File: src/rtl/evt_cnt_pkg.sv
`timescale 1ns/1ps
package evt_cnt_pkg;
    localparam int ADDR_W = 2;
    localparam logic [ADDR_W-1:0] ADDR_COUNT = 2'd0;
    localparam logic [ADDR_W-1:0] ADDR_FLAGS = 2'd1;
    localparam logic [ADDR_W-1:0] ADDR_WIDE  = 2'd2;
    localparam logic [ADDR_W-1:0] ADDR_SNAP  = 2'd3;

    typedef enum logic [1:0] {
        OP_HOLD = 2'd0,
        OP_UP   = 2'd1,
        OP_DOWN = 2'd2,
        OP_LOAD = 2'd3
    } cnt_op_e;
endpackage

File: src/rtl/evt_cnt_core.sv
`timescale 1ns/1ps
module evt_cnt_core
    import evt_cnt_pkg::*;
#(
    parameter int W = 24
) (
    input  logic         clk,
    input  logic         rst,
    input  logic         cnt_en,
    input  logic         cnt_up,
    input  logic         load,
    input  logic [W-1:0] load_val,
    output logic [W-1:0] cnt_q,
    output logic         upf_q,
    output logic         dnf_q
);
    localparam logic [W-1:0] ONE = W'(1);

    cnt_op_e      op;
    logic [W-1:0] cnt_d;
    logic         upf_d;
    logic         dnf_d;
    logic         at_max;
    logic         at_zero;

    assign at_max  = &cnt_q;
    assign at_zero = ~|cnt_q;

    // operation select: preset outranks a step
    always_comb begin
        if (load)
            op = OP_LOAD;
        else if (cnt_en && cnt_up)
            op = OP_UP;
        else if (cnt_en)
            op = OP_DOWN;
        else
            op = OP_HOLD;
    end

    // next-value process
    always_comb begin
        cnt_d = cnt_q;
        upf_d = upf_q;
        dnf_d = dnf_q;
        unique case (op)
            OP_LOAD: begin
                cnt_d = load_val;
                upf_d = 1'b0;
                dnf_d = 1'b0;
            end
            OP_UP: begin
                cnt_d = cnt_q + ONE;
                if (at_max) upf_d = ~upf_q;
            end
            OP_DOWN: begin
                cnt_d = cnt_q - ONE;
                if (at_zero) dnf_d = ~dnf_q;
            end
            OP_HOLD: ;
            default: ;
        endcase
    end

    // state register
    always_ff @(posedge clk) begin
        if (rst) begin
            cnt_q <= '0;
            upf_q <= 1'b0;
            dnf_q <= 1'b0;
        end else begin
            cnt_q <= cnt_d;
            upf_q <= upf_d;
            dnf_q <= dnf_d;
        end
    end


    up_step_chk: assert property (@(posedge clk) disable iff (rst)
        (cnt_en && cnt_up && !load) |=> (cnt_q == $past(cnt_q) + ONE));

    idle_hold_chk: assert property (@(posedge clk) disable iff (rst)
        (!cnt_en && !load) |=> ($stable(cnt_q) && $stable(upf_q) && $stable(dnf_q)));

    up_wrap_chk: assert property (@(posedge clk) disable iff (rst)
        (cnt_en && cnt_up && !load && (&cnt_q))
        |=> ((cnt_q == '0) && (upf_q != $past(upf_q)) && $stable(dnf_q)));

    down_wrap_chk: assert property (@(posedge clk) disable iff (rst)
        (cnt_en && !cnt_up && !load && (cnt_q == '0))
        |=> ((&cnt_q) && (dnf_q != $past(dnf_q)) && $stable(upf_q)));

    preset_load_chk: assert property (@(posedge clk) disable iff (rst)
        load |=> ((cnt_q == $past(load_val)) && !upf_q && !dnf_q));
endmodule

File: src/rtl/evt_cnt_shadow.sv
`timescale 1ns/1ps
module evt_cnt_shadow #(
    parameter int W = 24
) (
    input  logic         clk,
    input  logic         rst,
    input  logic         capture,
    input  logic [W-1:0] live_cnt,
    input  logic         live_upf,
    input  logic         live_dnf,
    output logic [W-1:0] shd_cnt,
    output logic         shd_upf,
    output logic         shd_dnf
);
    always_ff @(posedge clk) begin
        if (rst) begin
            shd_cnt <= '0;
            shd_upf <= 1'b0;
            shd_dnf <= 1'b0;
        end else if (capture) begin
            shd_cnt <= live_cnt;
            shd_upf <= live_upf;
            shd_dnf <= live_dnf;
        end
    end


    capture_coherent_chk: assert property (@(posedge clk) disable iff (rst)
        capture |=> ((shd_cnt == $past(live_cnt)) && (shd_upf == $past(live_upf))
                     && (shd_dnf == $past(live_dnf))));

    shadow_hold_chk: assert property (@(posedge clk) disable iff (rst)
        !capture |=> ($stable(shd_cnt) && $stable(shd_upf) && $stable(shd_dnf)));
endmodule

File: src/rtl/evt_cnt_rdmux.sv
`timescale 1ns/1ps
module evt_cnt_rdmux
    import evt_cnt_pkg::*;
#(
    parameter int W = 24
) (
    input  logic [ADDR_W-1:0] rd_addr,
    input  logic [W-1:0]      shd_cnt,
    input  logic              shd_upf,
    input  logic              shd_dnf,
    output logic [W:0]        rd_data
);
    always_comb begin
        unique case (rd_addr)
            ADDR_COUNT: rd_data = {1'b0, shd_cnt};
            ADDR_FLAGS: rd_data = {{(W-1){1'b0}}, shd_dnf, shd_upf};
            ADDR_WIDE:  rd_data = {shd_upf ^ shd_dnf, shd_cnt};
            ADDR_SNAP:  rd_data = '0;
            default:    rd_data = '0;
        endcase
    end
endmodule

File: src/rtl/evt_snap_counter.sv
`timescale 1ns/1ps
module evt_snap_counter
    import evt_cnt_pkg::*;
#(
    parameter int W = 24
) (
    input  logic              clk,
    input  logic              rst,
    input  logic              cnt_en,
    input  logic              cnt_up,
    input  logic              wr_en,
    input  logic [ADDR_W-1:0] wr_addr,
    input  logic [W-1:0]      wr_data,
    input  logic [ADDR_W-1:0] rd_addr,
    output logic [W:0]        rd_data
);
    logic         load;
    logic         capture;
    logic [W-1:0] live_cnt;
    logic         live_upf;
    logic         live_dnf;
    logic [W-1:0] shd_cnt;
    logic         shd_upf;
    logic         shd_dnf;

    assign load    = wr_en && (wr_addr == ADDR_COUNT);
    assign capture = wr_en && (wr_addr == ADDR_SNAP);

    evt_cnt_core #(.W(W)) u_core (
        .clk(clk), .rst(rst), .cnt_en(cnt_en), .cnt_up(cnt_up),
        .load(load), .load_val(wr_data),
        .cnt_q(live_cnt), .upf_q(live_upf), .dnf_q(live_dnf)
    );

    evt_cnt_shadow #(.W(W)) u_shadow (
        .clk(clk), .rst(rst), .capture(capture),
        .live_cnt(live_cnt), .live_upf(live_upf), .live_dnf(live_dnf),
        .shd_cnt(shd_cnt), .shd_upf(shd_upf), .shd_dnf(shd_dnf)
    );

    evt_cnt_rdmux #(.W(W)) u_rdmux (
        .rd_addr(rd_addr), .shd_cnt(shd_cnt), .shd_upf(shd_upf),
        .shd_dnf(shd_dnf), .rd_data(rd_data)
    );


    ignored_write_chk: assert property (@(posedge clk) disable iff (rst)
        (wr_en && (wr_addr == ADDR_FLAGS || wr_addr == ADDR_WIDE) && !cnt_en)
        |=> ($stable(live_cnt) && $stable(live_upf) && $stable(live_dnf) && $stable(shd_cnt)));
endmodule

File: config.mk
export PLATFORM = sky130hd
export DESIGN_NAME = evt_snap_counter
export DESIGN_NICKNAME = d
export VERILOG_FILES = /design/src/rtl/evt_cnt_pkg.sv /design/src/rtl/evt_cnt_core.sv /design/src/rtl/evt_cnt_shadow.sv /design/src/rtl/evt_cnt_rdmux.sv /design/src/rtl/evt_snap_counter.sv
export SDC_FILE = /design/constraint.sdc
export NUM_CORES = 1
export LEC_CHECK = 0
export BUFFER_PORTS_ARGS = -buffer_cell sky130_fd_sc_hd__buf_2
export CAP_MARGIN = 30
export CORE_MARGIN = 2
export CORE_UTILIZATION = 45
export CTS_CLUSTER_DIAMETER = 30
export DETAILED_ROUTE_END_ITERATION = 10
export PLACE_DENSITY = 0.76
export SETUP_SLACK_MARGIN = 0.02
export SYNTH_ARGS = -nofsm -noshare
export SYNTH_HDL_FRONTEND = slang
export SYNTH_SLANG_ARGS = --single-unit
File: constraint.sdc
create_clock -name clk -period 5.77 [get_ports clk]
set_input_delay 1.731 -clock clk [delete_from_list [all_inputs] [get_ports clk]]
set_output_delay 1.731 -clock clk [all_outputs]
set_load 0.005 [all_outputs]
==> flow_summary.yaml, run 1 <==
setup_path:
  reg2reg_from: "u_core.cnt_q[1]$_SDFFE_PP0P_"
  reg2reg_depth: 9
  worstSetupStartpointType: "input pin"
  critical_path_required_ns: 5.98
  reg2reg_slack_ns: 3.09
  cp_max_fo: 27
  r2r_end: "u_core.cnt_q[22]$_SDFFE_PP0P_"
  end_kind: "register"
  path_class: "in -> reg"
  crit_arrival_ns: 5.06
cts:
  ctsResizeCount: 0
  h-tree-depth: 2
  post_cts_buffers: 0
  clk_pin_slew_ns: 0.12
  cts_tree: "done"
  cts.path.max_buffers: 2
  root_buffer: "clkbuf_8"
  hold_buffers: 0
  clkSinkCount: 52
  clk_latency_ns: 0.33
  cts_buffers: 5
place:
  dpl.hpwl_um: 8900
  place.port_buffers: 57
  placed_cells: 755
  gp_congestion: 0.907
route:
  drtIter0Drc: 406
  via_per_inst: 6.27
  drc: 0
  first_pass_iters: 5
  antenna_left: 0
  num_vias: 4783
  wirelength_um: 12900
  drt-wirelength-per-cell_um: 16.9
sta:
  fmax_mhz: 206
  finalMaxSlewViolations: 0
  rsz0062_at_grt: "false"
  fin_crit_sh: 0.842
  hold_violations: 0
  finalClockSkew_ns: 0.0204
  max_slew_margin: 0.364
  fin_crit_ns: 4.86
  setup_violations: 0
  max_slew.worst_pin.slew_ns: 0.952
  setup_tns_ns: 0
synthesis:
  syn-num-nets: 661
  synth.distinct_cells: 73
  yosysWarnings: 0
  ys_ff_latch: 52
  async_flop_share: 0
  synthFlopType: "dfxtp_1"
  netlist_area_sq_um: 4310
  netlist_instances: 622
  synth-edff-count: 0
  seq_area_frac_synth: 0.242
  avgSynthCellArea_sq_um: 6.93
final_layout:
  antenna_cells: 0
  final_common_cell: "nand2_1"
  final_cell_mix: "86 x nand2_1, 61 x a21oi_1, 57 x buf_2"
  final_nets: 672
  layout-drive-gt1-share: 0.139
  area_growth_pct: 8.86
  stdcell_count: 763
global_route:
  track_usage: 0.244
  grt-ovfl-total: 0
  grt_max_degree: 48
  grt_pass1_vias: 4227
  antenna_found_initial: 0
  grt_pass1_wl_um: 20700
floorplan:
  die_height_um: 102
  core-area_sq_um: 9280
  die_w_um: 102
  rows: 35
  pin_count: 58
  start_util: 0.464
  dieArea_sq_um: 10400
min_path:
  hold_start: "u_shadow.shd_cnt[15]$_SDFFE_PP0P_"
  hold_end: "u_shadow.shd_cnt[15]$_SDFFE_PP0P_"
  min_path_cells: 2
  hp-class: "reg -> reg"
outcome:
  outcome: "complete, no violations"
power:
  leakagePower_nw: 1.85
  seqPwrFrac: 0.436
  irDropWorstVdd_uv: 116
  p_total_mw: 1.10
  swShare: 0.397
  power.clock.fraction: 0.247
  internal-power_uw: 661
  p_switching_uw: 435
  p_comb_frac: 0.317
  pwr_density_cell_nw_per_um2: 234
flow_run:
  max_cap_violations: 0
==> Yosys cell counts, types with 12 or more instances <==
library cell | instances | area share
clkbuf_1 | 50 | 0.044
a21oi_1 | 61 | 0.071
nor2b_1 | 26 | 0.038
inv_1 | 16 | 0.014
nor2_1 | 42 | 0.037
nand3_1 | 23 | 0.027
xnor2_1 | 12 | 0.024
and3_1 | 14 | 0.020
dfxtp_1 | 52 | 0.24
nand2_1 | 86 | 0.075
o21ai_0 | 21 | 0.024
nor3_1 | 23 | 0.027
==> critical path, stage by stage <==
cell       delay (ns)
buf_2            0.11
nor3b_1          0.14
a21oi_1          0.31
ha_2             0.60
buf_4            0.36
or3b_1           0.42
nor3_1           0.15
o22ai_1          0.16
a221oi_2         0.33
or2_2            0.22
a31oi_1          0.14
a2111oi_1        0.40
==> worst max-delay path by stage <==
stage / slack (ns) / endpoint / depth (start not counted) / startpoint
2_1_floorplan: 0.74 / u_core.cnt_q[18]$_SDFFE_PP0P_ / 16 / wr_en
3_3_place_gp: 0.91 / u_core.cnt_q[23]$_SDFFE_PP0P_ / 12 / wr_en
3_5_place_dp: 0.64 / u_core.cnt_q[23]$_SDFFE_PP0P_ / 12 / wr_en
4_1_cts: 0.96 / u_core.cnt_q[23]$_SDFFE_PP0P_ / 12 / wr_en
5_1_grt: 0.63 / u_core.cnt_q[23]$_SDFFE_PP0P_ / 12 / wr_en
6_report: 0.91 / u_core.cnt_q[23]$_SDFFE_PP0P_ / 12 / wr_en
==> metrics by stage <==
step / hold WS, ns / utilization / setup WS [ns] / area [sq um]
2_1_floorplan: 0.432 / - / 0.743 / 4310
3_3_place_gp: 0.438 / 0.493 / 0.906 / 4570
3_5_place_dp: 0.442 / 0.493 / 0.644 / 4570
4_1_cts: 0.457 / 0.505 / 0.964 / 4690
5_1_grt: 0.474 / 0.505 / 0.627 / 4690
6_report: 0.456 / 0.505 / 0.913 / 4690
==> layout make-up <==
cell class	instances	area [sq um]
flip-flops and latches	52	1040
clock inverters	3	46.3
repair buffers	64	338
well taps	129	161
clock buffers	5	68.8
fillers	988	4590
inverters	16	60.1
multi-input cells	494	2970
==> cell families (layout without fill, tap and decap cells) <==
family,after synthesis,in the layout,share of synthesized area
AND/OR/NAND/NOR,274,274,0.323
AO/OA/AOI/OAI,188,188,0.293
buffers and inverters,76,88,0.0685
flip-flops,52,52,0.242
XOR/XNOR,17,17,0.0346
multiplexers,9,9,0.0212
adder cells (fa/ha/maj),6,6,0.0174
==> sequential cells by signal, summed over array words and instances, names as in the netlist <==
signal            flops
u_core.upf_q          1
u_shadow.shd_dnf      1
u_core.dnf_q          1
u_core.cnt_q         24
u_shadow.shd_cnt     24
u_shadow.shd_upf      1
==> per-layer routing <==
layer / routed length (um) / track usage / vias up / part of all wire
li1: - / - / 2282 / -
met1: 5560 / 0.320 / 2250 / 0.43
met2: 6040 / 0.407 / 214 / 0.47
met3: 905 / 0.0356 / 37 / 0.070
met4: 376 / 0.0882 / 0 / 0.029
met5: 0 / 0 / - / 0
==> power groups by stage <==
stage,sequential [mW],combinational [mW],clock (mW)
CTS,0.474,0.344,0.274
global placement,0.480,0.329,0
detailed placement,0.483,0.341,0
floorplan,0.413,0.315,0
global route,0.483,0.384,0.286
finish,0.478,0.348,0.271
Power figures use the tool's default switching activity.
==> run 2, diff against run 1 <==
--- a/config.mk
+++ b/config.mk
@@ -11,7 +11,7 @@
 export CORE_UTILIZATION = 45
 export CTS_CLUSTER_DIAMETER = 30
 export DETAILED_ROUTE_END_ITERATION = 10
-export PLACE_DENSITY = 0.76
+export PLACE_DENSITY = 0.78
 export SETUP_SLACK_MARGIN = 0.02
 export SYNTH_ARGS = -nofsm -noshare
 export SYNTH_HDL_FRONTEND = slang
==> constraint.sdc (replaced) <==
create_clock -name clk -period 3.92 [get_ports clk]
set_input_delay 1.176 -clock clk [delete_from_list [all_inputs] [get_ports clk]]
set_output_delay 1.176 -clock clk [all_outputs]
set_load 0.005 [all_outputs]
==> run 2 against run 1 <==
Against the previous run: final cell count grew 2.1%; setup slack lost 0.63 ns; hold slack lost 0.0022 ns; die area did not move; non-clock buffer count increased by 16; register-to-register slack got worse by 1.7 ns; critical path depth did not move; clock power up 25%; combinational power grew 55%; first-iteration DRC count rose by 21%; sequential power is 47% higher; critical endpoint unchanged; largest cell class unchanged; highest routed layer unchanged.
==> flow_summary.yaml, run 2 (same netlist as run 1, synthesis figures left out) <==
power:
  internal-power_uw: 932
  p_switching_uw: 650
  seqPwrFrac: 0.444
  p_comb_frac: 0.342
  p_total_mw: 1.58
  pwr_density_cell_nw_per_um2: 327
  power.clock.fraction: 0.215
  swShare: 0.411
  irDropWorstVdd_uv: 152
  leakagePower_nw: 1.92
cts:
  hold_buffers: 0
  cts_tree: "done"
  cts_buffers: 5
  clkSinkCount: 52
  clk_latency_ns: 0.32
  ctsResizeCount: 0
  root_buffer: "clkbuf_8"
  clk_pin_slew_ns: 0.11
  post_cts_buffers: 0
  cts.path.max_buffers: 2
  h-tree-depth: 2
sta:
  fin_crit_ns: 3.64
  max_slew_margin: 0.393
  hold_violations: 0
  max_slew.worst_pin.slew_ns: 0.907
  whs_ns: 0.454
  final.setup.worst_slack_ns: 0.284
  fin_crit_sh: 0.927
  finalMaxSlewViolations: 0
  setup_violations: 0
  setup_tns_ns: 0
  fmax_mhz: 275
  rsz0062_at_grt: "false"
  finalClockSkew_ns: 0.0129
floorplan:
  core-area_sq_um: 9280
  die_w_um: 102
  dieArea_sq_um: 10400
  rows: 35
  die_height_um: 102
  pin_count: 58
  start_util: 0.464
route:
  first_pass_iters: 5
  drt-wirelength-per-cell_um: 16.7
  drc: 0
  drtIter0Drc: 492
  antenna_left: 0
  num_vias: 4822
  via_per_inst: 6.19
  wirelength_um: 13000
place:
  dpl.hpwl_um: 9400
  gp_congestion: 0.993
  detailed_place.area_sq_um: 4740
  dp_slack_ns: 0.00212
  place.port_buffers: 57
  placed_cells: 771
flow_run:
  max_cap_violations: 0
outcome:
  outcome: "complete, no violations"
final_layout:
  fillers: 928
  final_nets: 688
  final_common_cell: "nand2_1"
  layout-drive-gt1-share: 0.168
  multi_input_area_sq_um: 3010
  final_area_sq_um: 4830
  regArea_sq_um: 1040
  final_cell_mix: "86 x nand2_1, 60 x a21oi_1, 57 x buf_2"
  largestRegisters: "u_core.cnt_q: 24 flops, u_shadow.shd_cnt: 24 flops"
  antenna_cells: 0
  stdcell_count: 779
  post-route-util: 0.520
  area_growth_pct: 12.2
global_route:
  antenna_found_initial: 0
  grt-ovfl-total: 0
  grt_pass1_wl_um: 21600
  grt_max_degree: 47
  track_usage: 0.256
  grt_pass1_vias: 4526
setup_path:
  crit_arrival_ns: 3.84
  critPathLaunch: "wr_en"
  reg2reg_depth: 7
  cp-endpoint: "u_core.cnt_q[23]$_SDFFE_PP0P_"
  path_delay_family: "compound AO/OA/AOI/OAI gates"
  r2r_end: "u_core.cnt_q[17]$_SDFFE_PP0P_"
  reg2reg_slack_ns: 1.36
  worstSetupStartpointType: "input pin"
  slowest_delay_ns: 0.40
  path_depth: 12
  critical_path_required_ns: 4.12
  cp_num_buf_inv: 2
  path_class: "in -> reg"
  reg2reg_from: "u_core.cnt_q[4]$_SDFFE_PP0P_"
  end_kind: "register"
  cpMaxStageDelayCell: "or3b_1"
  path_cells: "buf_2, nor3b_2, a21oi_2, ha_4, buf_12, or3b_1, nor3_1, o22ai_1, a221oi_2, or2_2, a31oi_1, a2111oi_1"
  cp_max_fo: 19
min_path:
  hp-class: "reg -> reg"
[run 2: worst min-delay path by stage]
stage	from	end	slack (ns)	cells after the start
global route	u_shadow.shd_cnt[8]$_SDFFE_PP0P_	u_shadow.shd_cnt[8]$_SDFFE_PP0P_	0.48	2
detailed placement	u_shadow.shd_cnt[3]$_SDFFE_PP0P_	u_shadow.shd_cnt[3]$_SDFFE_PP0P_	0.44	2
CTS	u_shadow.shd_cnt[3]$_SDFFE_PP0P_	u_shadow.shd_cnt[3]$_SDFFE_PP0P_	0.46	2
finish	u_shadow.shd_cnt[3]$_SDFFE_PP0P_	u_shadow.shd_cnt[3]$_SDFFE_PP0P_	0.45	2
global placement	u_shadow.shd_cnt[22]$_SDFFE_PP0P_	u_shadow.shd_cnt[22]$_SDFFE_PP0P_	0.44	2
floorplan	u_shadow.shd_cnt[10]$_SDFFE_PP0P_	u_shadow.shd_cnt[10]$_SDFFE_PP0P_	0.43	2
[run 2: per-layer routing]
metal	part of all wire	GRT usage	wire, um	vias to the layer above
met5	0	0	0	-
met4	0.025	0.0944	331	0
met3	0.070	0.0383	906	34
met2	0.48	0.433	6250	207
met1	0.43	0.330	5540	2274
li1	-	-	-	2307
[run 2: power groups by stage]
stage | Sequential, mW | Combinational [mW] | Clock [mW]
2_1_floorplan | 0.608 | 0.473 | 0
3_5_place_dp | 0.710 | 0.531 | 0
6_report | 0.702 | 0.540 | 0.340
5_1_grt | 0.716 | 0.598 | 0.370
3_3_place_gp | 0.707 | 0.514 | 0
4_1_cts | 0.698 | 0.534 | 0.348
[run 2: layout make-up]
class / count / share of cell area
Multi-Input combinational cell: 494 / 0.622
Sequential cell: 52 / 0.215
Timing Repair Buffer: 80 / 0.0974
Tap cell: 129 / 0.0334
Clock buffer: 5 / 0.0142
Inverter: 16 / 0.0124
Clock inverter: 3 / 0.00518
[run 2: worst min-delay path, delay by kind of cell, from the launching register on]
| family | cells | cell delay (ns) |
|---|---|---|
| compound gates | 1 | 0.05 |
| flops | 1 | 0.32 |
| simple gates | 1 | 0.05 |
==> run 3, diff against run 2 <==
--- a/config.mk
+++ b/config.mk
@@ -8,10 +8,10 @@
 export BUFFER_PORTS_ARGS = -buffer_cell sky130_fd_sc_hd__buf_2
 export CAP_MARGIN = 30
 export CORE_MARGIN = 2
-export CORE_UTILIZATION = 45
+export CORE_UTILIZATION = 53
 export CTS_CLUSTER_DIAMETER = 30
 export DETAILED_ROUTE_END_ITERATION = 10
-export PLACE_DENSITY = 0.78
+export PLACE_DENSITY = 0.88
 export SETUP_SLACK_MARGIN = 0.02
 export SYNTH_ARGS = -nofsm -noshare
 export SYNTH_HDL_FRONTEND = slang
==> run 3 against run 2 <==
Against the previous run: combinational power is 1% higher; fmax is 0.12% higher; final cell count is 3.9% lower; global-route usage is 3.9 points higher; flip-flop and latch count stayed put; via count is 0.89% higher; hold slack better by 0.0050 ns; die area is 15% lower; register-to-register slack worse by 0.03 ns; core utilization is 9.4 points higher; critical path depth stayed put; cell area is 0.70% lower; critical endpoint is now u_core.cnt_q[18]$_SDFFE_PP0P_; largest cell class unchanged.
==> flow_summary.yaml, run 3 (same netlist as run 1, synthesis figures left out) <==
floorplan:
  start_util: 0.552
  dieArea_sq_um: 8870
  pin_count: 58
  core-area_sq_um: 7810
  die_height_um: 94.2
  rows: 32
  die_w_um: 94.2
power:
  seqPwrFrac: 0.441
  internal-power_uw: 933
  pwr_density_cell_nw_per_um2: 332
  p_switching_uw: 658
  swShare: 0.414
  irDropWorstVdd_uv: 165
  power.clock.fraction: 0.216
  p_comb_frac: 0.343
  leakagePower_nw: 1.92
min_path:
  hold_start: "u_shadow.shd_cnt[13]$_SDFFE_PP0P_"
  hold_end: "u_shadow.shd_cnt[13]$_SDFFE_PP0P_"
  hp-class: "reg -> reg"
  min_path_cells: 2
setup_path:
  reg2reg_slack_ns: 1.33
  reg2reg_depth: 7
  cp_max_fo: 17
  crit_arrival_ns: 3.84
  reg2reg_from: "u_core.cnt_q[9]$_SDFFE_PP0P_"
  worstSetupStartpointType: "input pin"
  r2r_end: "u_core.cnt_q[21]$_SDFFE_PP0P_"
  critical_path_required_ns: 4.13
  path_class: "in -> reg"
  end_kind: "register"
cts:
  clk_latency_ns: 0.33
  ctsResizeCount: 0
  h-tree-depth: 2
  hold_buffers: 0
  clk_pin_slew_ns: 0.12
  cts.path.max_buffers: 2
  root_buffer: "clkbuf_8"
  cts_buffers: 5
  post_cts_buffers: 0
  clkSinkCount: 52
  cts_tree: "done"
route:
  drc: 0
  drt-wirelength-per-cell_um: 17.1
  drtIter0Drc: 447
  wirelength_um: 12800
  via_per_inst: 6.50
  num_vias: 4865
  first_pass_iters: 5
  antenna_left: 0
global_route:
  grt_max_degree: 53
  grt-ovfl-total: 0
  antenna_found_initial: 0
  track_usage: 0.295
  grt_pass1_wl_um: 21300
  grt_pass1_vias: 4388
sta:
  rsz0062_at_grt: "false"
  fin_crit_sh: 0.926
  max_slew.worst_pin.slew_ns: 0.964
  setup_tns_ns: 0
  finalMaxSlewViolations: 0
  setup_violations: 0
  finalClockSkew_ns: 0.0144
  max_slew_margin: 0.355
  hold_violations: 0
  fmax_mhz: 275
  fin_crit_ns: 3.63
place:
  dpl.hpwl_um: 8930
  place.port_buffers: 57
  detailed_place.area_sq_um: 4710
  gp_congestion: 0.962
final_layout:
  final_area_sq_um: 4800
  fillers: 744
  final_common_cell: "nand2_1"
  final_cell_mix: "86 x nand2_1, 60 x a21oi_1, 57 x buf_2"
  layout-drive-gt1-share: 0.164
  antenna_cells: 0
  final_nets: 685
  area_growth_pct: 11.4
  largestRegisters: "u_core.cnt_q: 24 flops, u_shadow.shd_cnt: 24 flops"
outcome:
  outcome: "complete, no violations"
flow_run:
  max_cap_violations: 0
## run 3: area by class of cell
cell class,count,area [sq um],share of cell area
well taps,102,128,0.0266
clock buffers,5,68.8,0.0143
repair buffers,77,473,0.0986
clock inverters,3,22.5,0.00469
inverters,16,60.1,0.0125
multi-input cells,494,3010,0.626
flip-flops and latches,52,1040,0.217
## run 3: through the flow
| step | util | hold WS, ns | total power [mW] | cells | setup slack [ns] |
|---|---|---|---|---|---|
| 6_report | 0.615 | 0.459 | 1.59 | 749 | 0.289 |
| 5_1_grt | 0.615 | 0.477 | 1.68 | 749 | 0.0627 |
| 4_1_cts | 0.615 | 0.459 | 1.58 | 749 | 0.353 |
| 3_5_place_dp | 0.603 | 0.444 | 1.24 | 741 | 0.0164 |
| 3_3_place_gp | 0.603 | 0.440 | 1.21 | 741 | 0.119 |
| 2_1_floorplan | - | 0.432 | 1.08 | 622 | 0.00319 |
## run 3: worst max-delay path by stage
stage,startpoint,to,slack (ns),cells after the start
2_1_floorplan,wr_en,u_core.cnt_q[6]$_SDFFE_PP0P_,0.003,16
3_3_place_gp,wr_en,u_core.cnt_q[23]$_SDFFE_PP0P_,0.12,12
3_5_place_dp,wr_addr[1],u_core.cnt_q[18]$_SDFFE_PP0P_,0.02,12
4_1_cts,wr_addr[1],u_core.cnt_q[18]$_SDFFE_PP0P_,0.35,12
5_1_grt,wr_en,u_core.cnt_q[18]$_SDFFE_PP0P_,0.06,13
6_report,wr_addr[1],u_core.cnt_q[18]$_SDFFE_PP0P_,0.29,12
## run 3: worst max-delay path, cell delays in order
cell     delay (ns)
buf_2          0.11
nor3b_2        0.24
a21o_1         0.17
buf_4          0.14
ha_1           0.40
buf_4          0.30
o21ai_0        0.11
and2_1         0.23
a21oi_1        0.38
a21oi_1        0.13
o41ai_1        0.33
a21oi_1        0.12
## run 3: layer usage
| metal | track usage | wire length (um) | vias up |
|---|---|---|---|
| met4 | 0.116 | 336 | 0 |
| met3 | 0.0369 | 1050 | 47 |
| li1 | - | - | 2302 |
| met1 | 0.392 | 5320 | 2280 |
| met5 | 0 | 0 | - |
| met2 | 0.484 | 6130 | 236 |
## run 3: power groups by stage
stage	logic, mW	clock network [mW]	registers [mW]
floorplan	0.473	0	0.608
global placement	0.512	0	0.702
detailed placement	0.532	0	0.707
CTS	0.534	0.347	0.695
global route	0.599	0.370	0.710
finish	0.546	0.344	0.701
